==> src/rtl/sb_pkg.sv <==
package sb_pkg;
    typedef enum logic [1:0] {
        ST_CLOSED,
        ST_OPEN,
        ST_ROWSTB,
        ST_COLN
    } sb_state_e;

    typedef enum logic [1:0] {
        CY_NSEQ,
        CY_SEQ,
        CY_INTERNAL,
        CY_IDLE
    } sb_cycle_e;

    typedef struct packed {
        logic word;
        logic wr;
        logic prot;
    } sb_attr_t;
endpackage

==> src/rtl/sb_cycle_decode.sv <==
module sb_cycle_decode
    import sb_pkg::*;
(
    input  logic      req_n,
    input  logic      seq,
    output sb_cycle_e cyc
);
    always_comb begin
        unique case ({req_n, seq})
            2'b00:   cyc = CY_NSEQ;
            2'b01:   cyc = CY_SEQ;
            2'b10:   cyc = CY_INTERNAL;
            default: cyc = CY_IDLE;
        endcase
    end
endmodule

==> src/rtl/sb_burst_track.sv <==
module sb_burst_track
    import sb_pkg::*;
#(
    parameter int ROWW = 6
) (
    input  logic            clk,
    input  logic            rst_n,
    input  logic            load,
    input  logic [ROWW-1:0] cur_row,
    input  sb_attr_t        cur_attr,
    output logic            row_hit,
    output logic            attr_hit
);
    logic [ROWW-1:0] open_row;
    sb_attr_t        open_attr;

    always_ff @(posedge clk or negedge rst_n) begin
        if (!rst_n) begin
            open_row  <= '0;
            open_attr <= '0;
        end else if (load) begin
            open_row  <= cur_row;
            open_attr <= cur_attr;
        end
    end

    assign row_hit  = (cur_row == open_row);
    assign attr_hit = (cur_attr == open_attr);
endmodule

==> src/rtl/sb_strobe_fsm.sv <==
module sb_strobe_fsm
    import sb_pkg::*;
(
    input  logic      clk,
    input  logic      rst_n,
    input  sb_cycle_e cyc,
    input  logic      row_hit,
    input  logic      attr_hit,
    output logic      ras_n,
    output logic      cas_n,
    output logic      wait_o,
    output logic      xfer,
    output logic      use_col,
    output logic      load,
    output logic      proto_err,
    output logic      accepting
);
    sb_state_e state, nxt;
    logic      mem_req;
    logic      seq_hit;

    assign mem_req   = (cyc == CY_NSEQ) || (cyc == CY_SEQ);
    assign accepting = (state == ST_CLOSED) || (state == ST_OPEN);
    assign seq_hit   = (state == ST_OPEN) && (cyc == CY_SEQ) && row_hit && attr_hit;

    always_ff @(posedge clk or negedge rst_n) begin
        if (!rst_n) state <= ST_CLOSED;
        else        state <= nxt;
    end

    always_comb begin
        nxt = state;
        unique case (state)
            ST_CLOSED, ST_OPEN: begin
                if (!mem_req)     nxt = ST_CLOSED;
                else if (seq_hit) nxt = ST_OPEN;
                else              nxt = ST_ROWSTB;
            end
            ST_ROWSTB: nxt = ST_COLN;
            ST_COLN:   nxt = ST_OPEN;
            default:   nxt = ST_CLOSED;
        endcase
    end

    always_comb begin
        ras_n     = 1'b1;
        cas_n     = 1'b1;
        wait_o    = 1'b0;
        xfer      = 1'b0;
        use_col   = 1'b0;
        load      = 1'b0;
        proto_err = 1'b0;
        unique case (state)
            ST_CLOSED, ST_OPEN: begin
                if (mem_req && seq_hit) begin
                    ras_n   = 1'b0;
                    cas_n   = 1'b0;
                    use_col = 1'b1;
                    xfer    = 1'b1;
                end else if (mem_req) begin
                    // row address phase: row released, new row on the bus
                    wait_o    = 1'b1;
                    load      = 1'b1;
                    proto_err = (state == ST_OPEN) && (cyc == CY_SEQ) && !attr_hit;
                end
            end
            ST_ROWSTB: begin
                ras_n  = 1'b0;
                wait_o = 1'b1;
            end
            ST_COLN: begin
                ras_n   = 1'b0;
                cas_n   = 1'b0;
                use_col = 1'b1;
                xfer    = 1'b1;
            end
            default: ;
        endcase
    end

    // internal and idle cycles leave memory untouched
    p_quiet_idle_r1: assert property (@(posedge clk) disable iff (!rst_n)
        (accepting && !mem_req) |-> (ras_n && cas_n && !wait_o && !xfer));

    // row phase is followed by the row strobe, then by the column strobe
    p_row_then_strobe_r2: assert property (@(posedge clk) disable iff (!rst_n)
        (wait_o && ras_n) |=> (wait_o && !ras_n && cas_n));
    p_strobe_then_col_r2: assert property (@(posedge clk) disable iff (!rst_n)
        (wait_o && !ras_n) |=> (!wait_o && !cas_n && xfer));

    // the column strobe only pulses under an asserted row strobe
    p_cas_under_ras_r3: assert property (@(posedge clk) disable iff (!rst_n)
        !cas_n |-> !ras_n);

    // an internal or idle cycle while open closes the row
    p_release_row_r4: assert property (@(posedge clk) disable iff (!rst_n)
        (state == ST_OPEN && !mem_req) |=> (state == ST_CLOSED));

    // completion never coincides with a stall
    p_done_no_wait_r10: assert property (@(posedge clk) disable iff (!rst_n)
        xfer |-> !wait_o);
endmodule

==> src/rtl/seqburst_memctl.sv <==
module seqburst_memctl
    import sb_pkg::*;
#(
    parameter int AW   = 12,
    parameter int COLW = 4,
    parameter int DW   = 32,
    localparam int ROWW = AW - 2 - COLW,
    localparam int MAW  = (ROWW > COLW) ? ROWW : COLW
) (
    input  logic           clk,
    input  logic           rst_n,
    input  logic           req_n,
    input  logic           seq,
    input  logic [AW-1:0]  addr,
    input  logic           word_sz,
    input  logic           wr,
    input  logic           prot,
    input  logic [DW-1:0]  wdata,
    output logic [DW-1:0]  rdata,
    output logic           rvalid,
    output logic           done,
    output logic           bus_wait,
    output logic           proto_err,
    output logic           mem_ras_n,
    output logic           mem_cas_n,
    output logic           mem_we_n,
    output logic [1:0]     mem_lane_we,
    output logic [MAW-1:0] mem_addr,
    output logic [DW-1:0]  mem_wdata,
    input  logic [DW-1:0]  mem_rdata
);
    localparam int HW = DW / 2;

    sb_cycle_e       cyc;
    sb_attr_t        cur_attr;
    logic [ROWW-1:0] cur_row;
    logic [COLW-1:0] cur_col;
    logic            row_hit, attr_hit;
    logic            use_col, load, accepting;
    logic            xfer;
    logic [HW-1:0]   half_sel;

    assign cur_row  = addr[AW-1 -: ROWW];
    assign cur_col  = addr[COLW+1:2];
    assign cur_attr = '{word: word_sz, wr: wr, prot: prot};

    sb_cycle_decode u_decode (
        .req_n (req_n),
        .seq   (seq),
        .cyc   (cyc)
    );

    sb_burst_track #(.ROWW(ROWW)) u_track (
        .clk      (clk),
        .rst_n    (rst_n),
        .load     (load),
        .cur_row  (cur_row),
        .cur_attr (cur_attr),
        .row_hit  (row_hit),
        .attr_hit (attr_hit)
    );

    sb_strobe_fsm u_fsm (
        .clk       (clk),
        .rst_n     (rst_n),
        .cyc       (cyc),
        .row_hit   (row_hit),
        .attr_hit  (attr_hit),
        .ras_n     (mem_ras_n),
        .cas_n     (mem_cas_n),
        .wait_o    (bus_wait),
        .xfer      (xfer),
        .use_col   (use_col),
        .load      (load),
        .proto_err (proto_err),
        .accepting (accepting)
    );

    assign done     = xfer;
    assign mem_addr = use_col ? MAW'(cur_col) : MAW'(cur_row);
    assign mem_we_n = !(xfer && wr);

    always_comb begin
        mem_lane_we = 2'b00;
        if (xfer && wr) begin
            if (word_sz)      mem_lane_we = 2'b11;
            else if (addr[1]) mem_lane_we = 2'b10;
            else              mem_lane_we = 2'b01;
        end
    end

    assign mem_wdata = word_sz ? wdata : {2{wdata[HW-1:0]}};
    assign half_sel  = addr[1] ? mem_rdata[DW-1:HW] : mem_rdata[HW-1:0];
    assign rvalid    = xfer && !wr;

    always_comb begin
        rdata = '0;
        if (rvalid) rdata = word_sz ? mem_rdata : {{HW{1'b0}}, half_sel};
    end

    // a sequential request outside the open row pays the row penalty
    p_cross_row_r5: assert property (@(posedge clk) disable iff (!rst_n)
        (accepting && !req_n && seq && !row_hit) |-> bus_wait);

    // an attribute violation is reported only on a stalled sequential request
    p_err_penalty_r6: assert property (@(posedge clk) disable iff (!rst_n)
        proto_err |-> (bus_wait && !req_n && seq));

    // read data valid only on completing reads
    p_rvalid_read_r9: assert property (@(posedge clk) disable iff (!rst_n)
        rvalid |-> (done && !wr && mem_we_n));

    // memory is written only under the column strobe
    p_we_with_cas_r7: assert property (@(posedge clk) disable iff (!rst_n)
        !mem_we_n |-> (!mem_cas_n && (mem_lane_we != 2'b00)));
endmodule

==> config.mk <==
export PLATFORM = sky130hd
export DESIGN_NAME = seqburst_memctl
export DESIGN_NICKNAME = d
export VERILOG_FILES = /design/src/rtl/sb_pkg.sv /design/src/rtl/sb_cycle_decode.sv /design/src/rtl/sb_burst_track.sv /design/src/rtl/sb_strobe_fsm.sv /design/src/rtl/seqburst_memctl.sv
export SDC_FILE = /design/constraint.sdc
export NUM_CORES = 1
export LEC_CHECK = 0
export BUFFER_PORTS_ARGS = -buffer_cell sky130_fd_sc_hd__buf_2
export CORE_MARGIN = 2
export CORE_UTILIZATION = 34
export DETAILED_ROUTE_END_ITERATION = 6
export PLACE_DENSITY = 0.81
export SYNTH_ARGS = -nofsm -noshare
export SYNTH_HDL_FRONTEND = slang
export SYNTH_SLANG_ARGS = --single-unit
==> constraint.sdc <==
create_clock -name clk -period 2.1 [get_ports clk]
set_input_delay 0.315 -clock clk [delete_from_list [all_inputs] [get_ports clk]]
set_output_delay 0.315 -clock clk [all_outputs]
set_load 0.01 [all_outputs]
==> reports/metrics.cfg, run 1 <==
[run_status]
status = finished with violations
violations = negative setup slack

[logic_synthesis]
muxShareOfSynthArea_pct = 34.4
synth_warnings = 0
synth_xor_area_share_pct = 5.57
ys_ff_latch = 11
ys_seq_area_share_pct = 19.4
ys_types = 21
syn_inst = 167
syn_avg_cell_area_sq_um = 8.48
synth.net_count = 250
synth_fa_ha_area_share_pct = 0
synth_top_family_by_area = multiplexers
syn_area_sq_um = 1420
synth_compound_area_share_pct = 3.18
yosys.area_share.simple_pct = 23.9

[power]
p_leak_nw = 1.30
p_per_area_nw_per_um2 = 811
peakVddDrop_mv = 0.433

[detailed_routing]
drt_iter0_markers = 38
ant_nets = 0
viasPerCell = 4.79
wl_met2_mm = 2.52
wl_met1_mm = 1.75
routed_wl_mm = 4.74
routed-via-count = 1729
highest_layer = met4
wl_per_cell_microns = 13.1
wl_met3_microns = 413
drc = 0
drt_pass1_iterations = 4

[timing]
period_minus_slack_ns = 2.23
rsz0062_at_grt = yes
min_period_over_period_pct = 106
fin_skew_ns = 0.00304
finalSetupViolCount = 38
final-hold-violation-count = 0
fmax_mhz = 448
slew_violations = 0
maxSlewHeadroom_pct = 63.0
timing.final.ws_setup_ns = -0.131
max_slew.worst_pin.slew_ns = 0.555

[floorplan]
boundaryPins = 162
core-area_sq_um = 4000
rows = 23
die-area_sq_um = 4700
die_h_microns = 68.5
start_util_pct = 35.4
die_x_microns = 68.5

[global_routing]
grt_use_total_pct = 19.1
grt_pass1_vias = 1560
grt_max_degree = 36
overflow = 0
grt_pass1_wl_mm = 6.76
antenna_found_initial = 0

[clock_network]
cts_tree = yes
clock-sinks = 11
worstSkewPairLatency_ns = 0.24
ctsRootBufferMaster = clkbuf_8
numCtsBuffers = 3
path_clk_slew_ns = 0.05
cts.htree.levels = 1
ctsLongestPathBuffers = 2

[placed_design]
portBuffers = 160
gp_congestion = 0.759
placed_cell_area_sq_um = 2180
dp_hpwl_mm = 3.73
preCtsSetupSlack_ns = 0.0165

[worst_setup_path]
r2r_start = u_track.open_row[4]
worst_ep_required_time_ns = 1.78
reg2reg_to = u_track.open_row[3]
ff2ff_setup_slack_ns = 0.46
crit_type = reg -> out
ff2ff_path_depth = 5
crit_arrival_ns = 1.92
cp_max_fo = 10
worst_setup_path_end_kind = output port
startpoint_type = register

[finish]
drive_gt1_share_pct = 66.2
n_antenna_cell = 0
design_area_sq_um = 2250
final_common_cell = buf_2
syn2layout_area_growth_pct = 58.7
fillers = 383
fin_nets = 395
final_cell_mix = buf_2 (160), nor3_1 (32), mux2_2 (29)

[worst_hold_path]
hp-class = in -> reg
hold_end = u_track.open_attr[0]
min_path_cells = 2
hold_start = prot

[job]
maxCapViolations = 0

[synthesized netlist by cell type, drive strengths merged]
cell,instances,area (sq um)
nand2,17,63.8
inv,4,15.0
nor2,5,18.8
dfrtp,11,275
a21o,2,15.0
and2,3,18.8
nor4,1,21.3
o21ai,1,5.00
buf,24,159
nand2b,2,12.5
nor3,34,175
xor2,9,78.8
mux2i,16,160
nand4bb,1,27.5
a31oi,3,25.0
clkbuf,5,18.8
mux2,29,327
[registers in the layout, indices dropped and copies added, names as in the netlist]
signal and flops:
u_track.open_attr 3, u_fsm.state 2, u_track.open_row 6
[metrics by stage]
stage	total power [mW]	instances	setup TNS, ns	utilization, %	hold slack, ns
floorplan	1.15	167	0	-	0.0194
global placement	1.56	355	0	54.5	0.199
detailed placement	1.59	355	0	54.5	0.205
CTS	1.82	361	-3.52	56.1	0.347
global route	1.97	361	-7.15	56.2	0.346
finish	1.82	361	-3.08	56.2	0.341
[worst max-delay path, cell delays in order, from the launching register on]
cell     delay [ns]
dfrtp_1        0.38
xor2_1         0.19
nor4_4         0.36
a31oi_1        0.14
buf_4          0.19
mux2_2         0.28
buf_2          0.14
[routing by layer]
metal,track usage (%),vias up
li1,-,852
met1,19.0,771
met2,39.3,99
met3,3.57,7
met4,5.00,0
met5,0,-
[where the power goes]
group,internal [mW],total [mW],leakage (nW),switching [mW]
Combinational,0.573,1.21,1.15,0.636
Sequential,0.322,0.398,0.129,0.0766
Clock,0.134,0.216,0.0228,0.0823
[how the worst max path moves through the flow]
stage	from	endpoint	slack (ns)	cells past startpoint
after floorplan	u_fsm.state[1]	rdata[24]	0.1	5
after global placement	req_n	rdata[2]	0.04	7
after detailed placement	req_n	mem_addr[2]	0.02	7
after CTS	u_track.open_row[4]	mem_addr[2]	-0.13	6
after global routing	u_track.open_row[4]	rdata[25]	-0.21	6
final	u_track.open_row[4]	mem_addr[2]	-0.13	6
[what timing repair did]
| item | 4_1_cts | 5_1_grt |
|---|---|---|
| setup endpoints to repair | 40 | 43 |
| gates resized for setup | 1 | 1 |
| endpoints found under the hold margin | 11 | 0 |
| setup buffers | 1 | 0 |
| hold buffers | 1 | 0 |
| pin swaps | 1 | 0 |
| cloned | 0 | 0 |
[cell type report]
cell class	count	area (sq um)	area share, %
Inverter	4	15.0	0.668
Multi-Input combinational cell	123	955	42.5
Clock buffer	4	45.0	2.00
Tap cell	50	62.6	2.78
Timing Repair Buffer	169	896	39.8
Sequential cell	11	275	12.2
[logic make-up after synthesis]
group | Yosys count
and+or+nand+nor | 63
AOI/OAI and AO/OA | 6
DFF | 11
muxes | 45
buffers and inverters | 33
xor gates and xnor gates | 9
Note: power is estimated with default switching activity, not from simulation.
==> run 2: changes to the inputs <==
Settings changed: ABC_AREA set to 1, CORE_UTILIZATION 34 to 36, PLACE_DENSITY 0.81 to 0.83.
==> reports/metrics.cfg, run 2 <==
[logic_synthesis]
ys_ff_latch = 11  ; unchanged
yosysTopAreaCell = nand2_1  ; was mux2_2
synth_warnings = 0  ; unchanged
synth.net_count = 378  ; was 250
syn_area_sq_um = 1540  ; was 1420 sq um
ys_seq_area_share_pct = 17.9  ; was 19.4%
synth_most_common_cell = nand2_1  ; was nor3_1
synth_area_leaders = nand2_1 (39%), dfrtp_1 (18%), nor2_1 (8.6%)  ; was mux2_2 (23%), dfrtp_1 (19%), nor3_1 (12%)
ys_types = 20  ; was 21
syn_inst = 295  ; was 167
netlist.area_leader.share_pct = 38.6  ; was 23.1%
synth-edff-count = 0  ; unchanged
syn_avg_cell_area_sq_um = 5.21  ; was 8.48 sq um
synthArstFlopShare_pct = 100  ; unchanged
yosys_most_used_dff = dfrtp_1  ; unchanged
yosys-top-cells-count = nand2_1 (158), nor2_1 (35), inv_1 (30)  ; was nor3_1 (33), mux2_2 (29), nand2_1 (17)

[finish]
fin_nets = 527  ; was 395
multiInputGateArea_sq_um = 991  ; was 955 sq um
final_common_cell = buf_2  ; unchanged
n_antenna_cell = 0  ; unchanged
drive_gt1_share_pct = 43.6  ; was 66.2%
largest_reg_flops = 6  ; unchanged
fillers = 405  ; was 383
largest_register = u_track.open_row  ; unchanged
final_cell_mix = buf_2 (160), nand2_1 (158), nor2_1 (31)  ; was buf_2 (160), nor3_1 (32), mux2_2 (29)
design_area_sq_um = 2390  ; was 2250 sq um
reg_top3 = u_track.open_row x6, u_track.open_attr x3, u_fsm.state x2  ; unchanged
seq_area_sq_um = 275  ; unchanged
final_util_pct = 58.8  ; was 56.2%
syn2layout_area_growth_pct = 55.4  ; was 58.7%

[clock_network]
numCtsBuffers = 3  ; unchanged
worstSkewPairLatency_ns = 0.24  ; about the same
ctsLongestPathBuffers = 2  ; unchanged
ctsRootBufferMaster = clkbuf_8  ; unchanged
cts.htree.levels = 1  ; unchanged
cts_tree = yes  ; unchanged
path_clk_slew_ns = 0.05  ; about the same
clock-sinks = 11  ; unchanged

[global_routing]
grt_max_degree = 30  ; was 36
grt_use_total_pct = 21.1  ; was 19.1%
grt_pass1_vias = 1957  ; was 1560
antenna_found_initial = 0  ; unchanged
overflow = 0  ; unchanged
grt_pass1_wl_mm = 8.58  ; was 6.76 mm

[worst_setup_path]
path_cells = nor2_2, nand3_2, nor2_2, nand3_4, nand2_8, nand2_1, nor2_1, buf_2  ; was xor2_1, nor4_4, a31oi_1, buf_4, mux2_2, buf_2
ff2ff_path_depth = 9  ; was 5
cp_max_fo = 8  ; was 10
worst_setup_path_end_kind = output port  ; unchanged
worst_ep_required_time_ns = 1.78  ; about the same
r2r_start = u_fsm.state[1]  ; was u_track.open_row[4]
path_common_cell = nor2_2
endpoint = mem_lane_we[0]  ; was mem_addr[2]
startpoint_type = register  ; unchanged
ff2ff_setup_slack_ns = 0.53  ; was 0.46 ns
crit_type = reg -> out  ; unchanged
reg2reg_to = u_track.open_row[4]  ; was u_track.open_row[3]
cp_top_family = simple AND/OR/NAND/NOR gates  ; was flip-flops
cp_slowest_cell = dfrtp_1  ; unchanged
cp.buffers_inverters = 1  ; was 2
cp.depth = 8  ; was 6
crit_arrival_ns = 1.74  ; was 1.92 ns
crit_start = u_fsm.state[1]  ; was u_track.open_row[4]
cpPeakStageDelay_ns = 0.41  ; was 0.38 ns

[detailed_routing]
drt_pass1_iterations = 4  ; unchanged
routed_wl_mm = 5.24  ; was 4.74 mm
ant_nets = 0  ; unchanged
routed-via-count = 2193  ; was 1729
drc = 0  ; unchanged
viasPerCell = 4.45  ; was 4.79
wl_per_cell_microns = 10.6  ; was 13.1 microns
drt_iter0_markers = 59  ; was 38

[placed_design]
placed_cell_area_sq_um = 2250  ; was 2180 sq um
dp_hpwl_mm = 4.10  ; was 3.73 mm
preCtsSetupSlack_ns = 0.122  ; was 0.0165 ns
gp_congestion = 0.814  ; was 0.759
portBuffers = 160  ; unchanged

[timing]
period_minus_slack_ns = 2.05  ; was 2.23 ns
fmax_mhz = 487  ; was 448 MHz
final-hold-violation-count = 0  ; unchanged
fin_skew_ns = 0.00301  ; was 0.00304 ns
finalSetupViolCount = 0  ; was 38
min_period_over_period_pct = 97.7  ; was 106%
timing.final.ws_setup_ns = 0.0475  ; was -0.131 ns
slew_violations = 0  ; unchanged
maxSlewHeadroom_pct = 79.8  ; was 63.0%
max_slew.worst_pin.slew_ns = 0.302  ; was 0.555 ns

[worst_hold_path]
hold_start = prot  ; unchanged
hp-class = in -> reg  ; unchanged
min_path_cells = 3  ; was 2

[power]
p_switching_uw = 792  ; was 795 uW
finalPower_mw = 1.70  ; was 1.82 mW
sequentialPowerShare_pct = 23.5  ; was 21.8%
p_per_area_nw_per_um2 = 711  ; was 811 nW/um^2
p_leak_nw = 1.64  ; was 1.30 nW
clockPowerShare_pct = 12.4  ; was 11.8%
p_int_uw = 905  ; was 1.03 mW
sw_frac_of_total_pct = 46.7  ; was 43.6%
p_comb_share_pct = 64.1  ; was 66.3%
peakVddDrop_mv = 0.779  ; was 0.433 mV

[floorplan]
rows = 23  ; unchanged
boundaryPins = 162  ; unchanged
start_util_pct = 37.9  ; was 35.4%
die_h_microns = 69.3  ; was 68.5 microns
die_x_microns = 69.3  ; was 68.5 microns
die-area_sq_um = 4810  ; was 4700 sq um
core-area_sq_um = 4060  ; was 4000 sq um

[job]
maxCapViolations = 0  ; unchanged

[run_status]
status = complete, no violations  ; was finished with violations

-- run 2: changes by cell type after synthesis, moves of 3 or more --
cell and change:
nand2_1 +141, nor3_1 -33, nor2_1 +30, mux2_2 -29, inv_1 +26, mux2i_1 -16, nand3_1 +14, xor2_1 -8
nor2_2 +6, buf_2 -4, buf_6 +4, xnor2_1 +4, and2_1 -3
-- run 2: worst min-delay path by stage --
stage                                end
CTS                 u_track.open_attr[0]
finish              u_track.open_attr[0]
detailed placement        u_fsm.state[0]
global placement          u_fsm.state[1]
global route        u_track.open_attr[0]
floorplan                 u_fsm.state[0]
-- run 2: power groups by stage --
stage,registers [mW],clock network (mW),logic [mW]
global placement,0.385,0,0.949
CTS,0.391,0.217,1.02
finish,0.398,0.211,1.09
detailed placement,0.394,0,0.975
floorplan,0.376,0,0.648
global route,0.409,0.227,1.21
-- run 2: layer usage --
metal | vias up | track usage (%) | routed length [microns]
li1 | 1142 | - | -
met2 | 109 | 39.5 | 2690
met1 | 935 | 23.2 | 2040
met5 | - | 0 | 0
met4 | 0 | 6.97 | 76
met3 | 7 | 4.65 | 431
-- run 2: cell families after synthesis --
family	share of synthesized area [%]
and+or+nand+nor	58.1
buffers and inverters	20.8
DFF	17.9
xor gates and xnor gates	2.85
AOI/OAI and AO/OA	0.325
-- run 2: cell type report --
cell class,count,area share (%)
Multi-Input combinational cell,225,41.5
Inverter,32,5.19
Sequential cell,11,11.5
Clock buffer,4,1.89
Timing Repair Buffer,171,37.3
Tap cell,50,2.62
-- run 2: through the flow --
stage / hold WS (ns) / setup TNS [ns] / cells
4_1_cts: 0.331 / 0 / 489
2_1_floorplan: 0.0194 / 0 / 295
3_5_place_dp: 0.195 / 0 / 483
6_report: 0.334 / 0 / 493
5_1_grt: 0.352 / -0.412 / 493
3_3_place_gp: 0.194 / 0 / 483
-- run 2: worst reg2reg max path: stages, from the launching register on --
cell and delay (ns):
dfrtp_1 0.41, nor2_2 0.15, nand3_2 0.11, nor2_2 0.18
nand3_4 0.12, buf_6 0.17, nand2_2 0.07, buf_4 0.16
nand2_1 0.06, nand2_1 0.07
-- run 2: what timing repair did --
action,CTS,global route
resized for setup,4,6
endpoints found under the hold margin,11,0
gates cloned,1,0
endpoints found under the setup margin,34,37
pin swaps,2,4
hold buffers,1,0
buffers inserted,0,4
